<file path="src/rtl/nlfsr_pkg.sv">
package nlfsr_pkg;

  localparam int unsigned STAGES   = 5;
  localparam int unsigned N_STATES = 1 << STAGES;

  typedef enum logic {
    FB_MINIMAL  = 1'b0,
    FB_COMPLETE = 1'b1
  } fb_mode_e;

  // Base recurrence: newest bit = oldest XOR (second AND third).
  function automatic logic base_fb(input logic [STAGES-1:0] s);
    return s[0] ^ (s[1] & s[2]);
  endfunction

  // Marks every state visited in len steps of the base recurrence from start.
  function automatic logic [N_STATES-1:0] cycle_mask(input logic [STAGES-1:0] start,
                                                     input int unsigned len);
    logic [N_STATES-1:0] m;
    logic [STAGES-1:0]   s;
    m = '0;
    s = start;
    for (int unsigned i = 0; i < len; i++) begin
      m[s] = 1'b1;
      s    = {base_fb(s), s[STAGES-1:1]};
    end
    return m;
  endfunction

endpackage

</file>
<file path="src/rtl/nlfsr_fb.sv">
module nlfsr_fb
  import nlfsr_pkg::*;
#(
  parameter fb_mode_e              MODE   = FB_COMPLETE,
  parameter logic [STAGES-1:0]     START  = 5'b01100,
  parameter int unsigned           PERIOD = 21
) (
  input  logic [STAGES-1:0] st,
  output logic              fb
);

  localparam logic [N_STATES-1:0] ON_CYCLE = cycle_mask(START, PERIOD);

  generate
    if (MODE == FB_COMPLETE) begin : g_complete
      // Off-cycle states are steered with a constant 1.
      always_comb fb = ON_CYCLE[st] ? base_fb(st) : 1'b1;
    end else begin : g_minimal
      always_comb fb = base_fb(st);
    end
  endgenerate

endmodule

</file>
<file path="src/rtl/nlfsr_reg.sv">
module nlfsr_reg
  import nlfsr_pkg::*;
#(
  parameter logic [STAGES-1:0] START = 5'b01100
) (
  input  logic              clk,
  input  logic              rst,
  input  logic              en,
  input  logic              load,
  input  logic [STAGES-1:0] seed,
  input  logic              fb,
  output logic [STAGES-1:0] st
);

  always_ff @(posedge clk) begin
    if (rst)       st <= START;
    else if (load) st <= seed;
    else if (en)   st <= {fb, st[STAGES-1:1]};
  end

  assert_reset_value_R1: assert property (@(posedge clk)
    (!rst && $past(rst)) |-> st == START);

  assert_load_priority_R2: assert property (@(posedge clk) disable iff (rst)
    (!$past(rst) && $past(load)) |-> st == $past(seed));

  assert_hold_R3: assert property (@(posedge clk) disable iff (rst)
    (!$past(rst) && !$past(load) && !$past(en)) |-> $stable(st));

  assert_shift_R4: assert property (@(posedge clk) disable iff (rst)
    (!$past(rst) && !$past(load) && $past(en)) |-> st[STAGES-2:0] == $past(st[STAGES-1:1]));

endmodule

</file>
<file path="src/rtl/nlfsr_gen.sv">
module nlfsr_gen
  import nlfsr_pkg::*;
#(
  parameter fb_mode_e          MODE   = FB_COMPLETE,
  parameter logic [STAGES-1:0] START  = 5'b01100,
  parameter int unsigned       PERIOD = 21
) (
  input  logic              clk,
  input  logic              rst,
  input  logic              en,
  input  logic              load,
  input  logic [STAGES-1:0] seed,
  output logic              bit_out,
  output logic [STAGES-1:0] state_out
);

  localparam logic [N_STATES-1:0] ON_CYCLE = cycle_mask(START, PERIOD);

  logic              fb;
  logic [STAGES-1:0] st;

  nlfsr_fb #(.MODE(MODE), .START(START), .PERIOD(PERIOD)) u_fb (
    .st (st),
    .fb (fb)
  );

  nlfsr_reg #(.START(START)) u_reg (
    .clk  (clk),
    .rst  (rst),
    .en   (en),
    .load (load),
    .seed (seed),
    .fb   (fb),
    .st   (st)
  );

  assign bit_out   = st[0];
  assign state_out = st;

  // Once inside the main cycle, an enabled shift never leaves it.
  assert_cycle_closed_R5: assert property (@(posedge clk) disable iff (rst)
    (!$past(rst) && !$past(load) && $past(en) && ON_CYCLE[$past(st)]) |-> ON_CYCLE[st]);

  generate
    if (MODE == FB_COMPLETE) begin : g_chk_complete
      assert_zero_escapes_R9: assert property (@(posedge clk) disable iff (rst)
        (!$past(rst) && !$past(load) && $past(en) && $past(st) == '0) |-> st[STAGES-1]);
    end else begin : g_chk_minimal
      assert_zero_sticks_R6: assert property (@(posedge clk) disable iff (rst)
        (!$past(rst) && !$past(load) && $past(en) && $past(st) == '0) |-> st == '0);
    end
  endgenerate

endmodule

</file>
<file path="config.mk">
export PLATFORM = sky130hd
export DESIGN_NAME = nlfsr_gen
export DESIGN_NICKNAME = d
export VERILOG_FILES = /design/src/rtl/nlfsr_pkg.sv /design/src/rtl/nlfsr_fb.sv /design/src/rtl/nlfsr_reg.sv /design/src/rtl/nlfsr_gen.sv
export SDC_FILE = /design/constraint.sdc
export NUM_CORES = 1
export LEC_CHECK = 0
export BUFFER_PORTS_ARGS = -buffer_cell sky130_fd_sc_hd__buf_4
export CORE_MARGIN = 1.5
export CORE_UTILIZATION = 25
export DETAILED_ROUTE_END_ITERATION = 10
export GPL_ROUTABILITY_DRIVEN = 1
export PLACE_DENSITY = 0.48
export SLEW_MARGIN = 20
export SYNTH_ARGS = -nofsm -noshare
export SYNTH_HDL_FRONTEND = slang
export SYNTH_SLANG_ARGS = --single-unit
export TNS_END_PERCENT = 10
</file>
<file path="constraint.sdc">
create_clock -name clk -period 2.75 [get_ports clk]
set_clock_uncertainty 0.2 [all_clocks]
set_input_delay 0.275 -clock clk [delete_from_list [all_inputs] [get_ports clk]]
set_output_delay 0.275 -clock clk [all_outputs]
set_load 0.01 [all_outputs]
</file>
Yosys cells after proc, flatten, opt, wreduce, memory -nomap -nowiden:

Memories as Yosys holds them, arrays and structs flattened. A register that Yosys moved wholly into a read port is not among the register bits.
Index checks and enable logic that the tools add are counted.

* order comparisons: 1
* multiplexer cells: 6
* bitwise gates (word level): 2
* reductions and logical operators: 1

Operator list (number)
* 5-bit 2-to-1 mux: 4
* 5-bit by 6-bit less-than comparator with 1-bit output, second input constant: 1
* 1-bit 2-to-1 mux: 2
* 2-bit nonzero test: 1
* 1-bit bitwise AND: 1
* 1-bit XOR: 1

* flip-flop bits (word level): 5
* memory bits (read-only): 32
* input bits: 9
* output and inout port bits: 6
* memories kept: 1

Memories
* (no name shown): depth 32, width 1, read ports 1, clocked after memory_dff 1, write ports 0, RTL line nlfsr_fb.sv:17 `always_comb fb = ON_CYCLE[st] ? base_fb(st) : 1'b1;`

Logic depth before layout (Yosys ltp):

* depth after elaboration: 7
* gate-level depth with buffers: 5
* depth with buffers taken out: 4

By module:

Synthesis repeated with hierarchy kept, for this count alone.

* cell total of the unflattened synthesis: 28
* area total of the unflattened synthesis: 271.5 um^2

By module, submodules not included
* nlfsr_reg: times used 1, cells each 23, area each 235.2 um^2
* nlfsr_fb: times used 1, cells each 4, area each 28.8 um^2
* nlfsr_gen: times used 1, cells each 1, area each 7.5 um^2

Least setup slack after synthesis:

No wires, ideal clock.

* path type: input to register
* start point: input port en
* end point: register (tool-made name)
* arrival time: 1.174 ns
* data required time: 2.433 ns
* path slack: 1.259 ns
* cell stages on the path: 5
* buffers on the path: 1
* cell sequence: buf_6 -> mux2_4 -> mux2i_4 -> o311ai_1 -> a22o_1

RTL lines
* from (decl): RTL line nlfsr_gen.sv:10 `input logic en,`

==> run metrics <==
EDFF count, synth 0; CTS tree built; wire length per cell 11.2 um; Num CTS Buffers 3; worst reg-to-reg path cell count 4; Reg-to-Reg Start u_reg.st[1]; WP data required 2.68 ns; first-pass iteration count of the detailed router 2; global-route wire length before repair 1080 um; largest family of logic cells by synthesized area multiplexers; relative slew slack 0.687; Yosys Warn Count 0; IO Pins 15; Non-Filler Instances 63; gr ovfl total 0; worst-margin pin slew 0.466 ns; cts repair resizes 0; Routed Wire Length 704 um; endpoints failing hold 0; status finished clean; critical hold path startpoint rst; Netlist cell types 23; Area Growth Syn to Fin 35.3%; clock sink count 6; Diodes inserted 0; R2R Setup Slk 1.16 ns; dpl hpwl 608 um; largest net degree at the start of global routing 8; Fin Setup TNS 0 ns; Setup violations, final 0; XOR/XNOR Fraction of Synth Area 0; area leader, netlist dfxtp_1; Seq cells post-synth 6; vias per inst 4.68; Post-Synth Simple-Gate Area 0.151; max_cap viols 0; Clock Path Buffers 2; most used routing layer met2; mux cell area share after synthesis 0.241; Vias 295; Syn Inst Count 34; Clock Latency Late Sink 0.24 ns; chip height 40.3 um; Startpoint Class flip-flop; Primary FF master, synth dfxtp_1; post-synthesis cell area 348 um^2; RD Place Congestion 0.778; port buffer count 14; pre-CTS WS 1.16 ns; Area contributors post-synth dfxtp_1 35%, mux2_4 8.6%, mux2i_4 6.5%; Initial Utilization 0.267; post-synthesis compound-gate area fraction 0.183; Avg Inst Size Synth 10.2 um^2; Hold-fix buffers, CTS 0; met2 usage 0.177; total power 0.000234 W; crit path DAT 1.52 ns; die area 1620 um^2; Reg clk slew, reported paths 0.04 ns; Mapped Nets 43; global-route met3 utilization 0.0167; Setup WS post-layout 1.16 ns; # DRC 0; async set-reset flop share out of synthesis 0; Pleak 0.214 nW; Worst Setup Path Type flip-flop to flip-flop; sequential element share of the synthesized area 0.345; H-tree level count 1; crit path capture type flip-flop; Synth Area in Adders 0; WHS Path Cells 2; Pwr Density 498 nW/um^2; Max VDD drop 173 uV; core footprint 1300 um^2; vias in the first global route 290; Post-DP Area 448 um^2; # rows 13; worst-path fanout max 5; GRT met1 Usage 0.114; post-route design area 470 um^2; Min-Delay Path Class primary input to flip-flop; Final Cycle Share 0.579; # Post-CTS Setup Buffers 0; cell with the most instances after synthesis dfxtp_1; share of cells above drive strength 1 0.479; Yosys top cell area share 0.345; antenna-violating nets left 0; initial antenna violation count 0; WHS Endpoint u_reg.st[4]; DR iter-0 viols 11; Fmax 628 MHz; post-route minimum period 1.59 ns; placed insts 60; Synth top cells by count 6 x dfxtp_1, 3 x nand2_1, 3 x nor2b_1; Slew Limit Fails 0; nets 59; RSZ-0062 raised after global routing false; clk root buf clkbuf_4; Die X 40.3 um; All-Layer GR Usage 0.103
==> layout by cell type, fill, tap and decap left out, drive strengths merged <==
master	instances
nand2	3
a21bo	1
a22o	1
nand4	1
clkbuf	3
buf	14
inv	1
dfxtp	6
mux2i	3
o311ai	1
nor2	1
nor3	1
a41o	1
a211oi	1
mux2	3
nor2b	3
o21bai	1
o21ai	1
nand3b	1
a21oi	1
==> metrics by stage <==
step / util / hold WS [ns]
floorplan: - / 0.144
global placement: 0.344 / 0.265
detailed placement: 0.344 / 0.274
CTS: 0.362 / 0.0259
global route: 0.362 / 0.0397
finish: 0.362 / 0.0336
==> worst max-delay path by stage <==
stage                           start   endpoint  slack (ns)  depth (start not counted)
after floorplan                    en  flip-flop        1.26                          5
after global placement             en  flip-flop        1.17                          5
after detailed placement           en  flip-flop        1.16                          5
after CTS                 u_reg.st[1]  flip-flop        1.17                          4
after global routing      u_reg.st[1]  flip-flop        1.08                          4
final                     u_reg.st[1]  flip-flop        1.16                          4
==> cells by family after synthesis <==
kind of cell	count (synthesis)
AO/OA/AOI/OAI	8
AND/OR/NAND/NOR	10
flip-flops	6
buffers and inverters	4
multiplexers	6
==> final cells by class <==
cell class,instances,area (um^2)
tap,15,18.8
fill,146,831
multi-input combinational,24,200
inverter,1,3.75
clock buffer,3,22.5
timing repair buffer,14,105
sequential,6,120
==> worst max-delay path, stage by stage, from the launching register on <==
cell,delay (ns)
dfxtp_1,0.33
nor2b_1,0.14
a211oi_1,0.42
o311ai_1,0.16
a22o_1,0.24
==> per-layer routing <==
layer | wire (um) | part of all wire | up-vias
met4 | 0 | 0 | 0
li1 | - | - | 153
met3 | 42 | 0.060 | 0
met2 | 365 | 0.52 | 8
met1 | 297 | 0.42 | 134
met5 | 0 | 0 | -
==> where the power goes <==
part | internal [W] | switching [W] | total [W]
Sequential | 0.0000948 | 0.00000584 | 0.000101
Clock | 0.0000491 | 0.0000279 | 0.0000771
Combinational | 0.0000335 | 0.0000231 | 0.0000566
No activity file was read; power rests on OpenSTA's default activity.
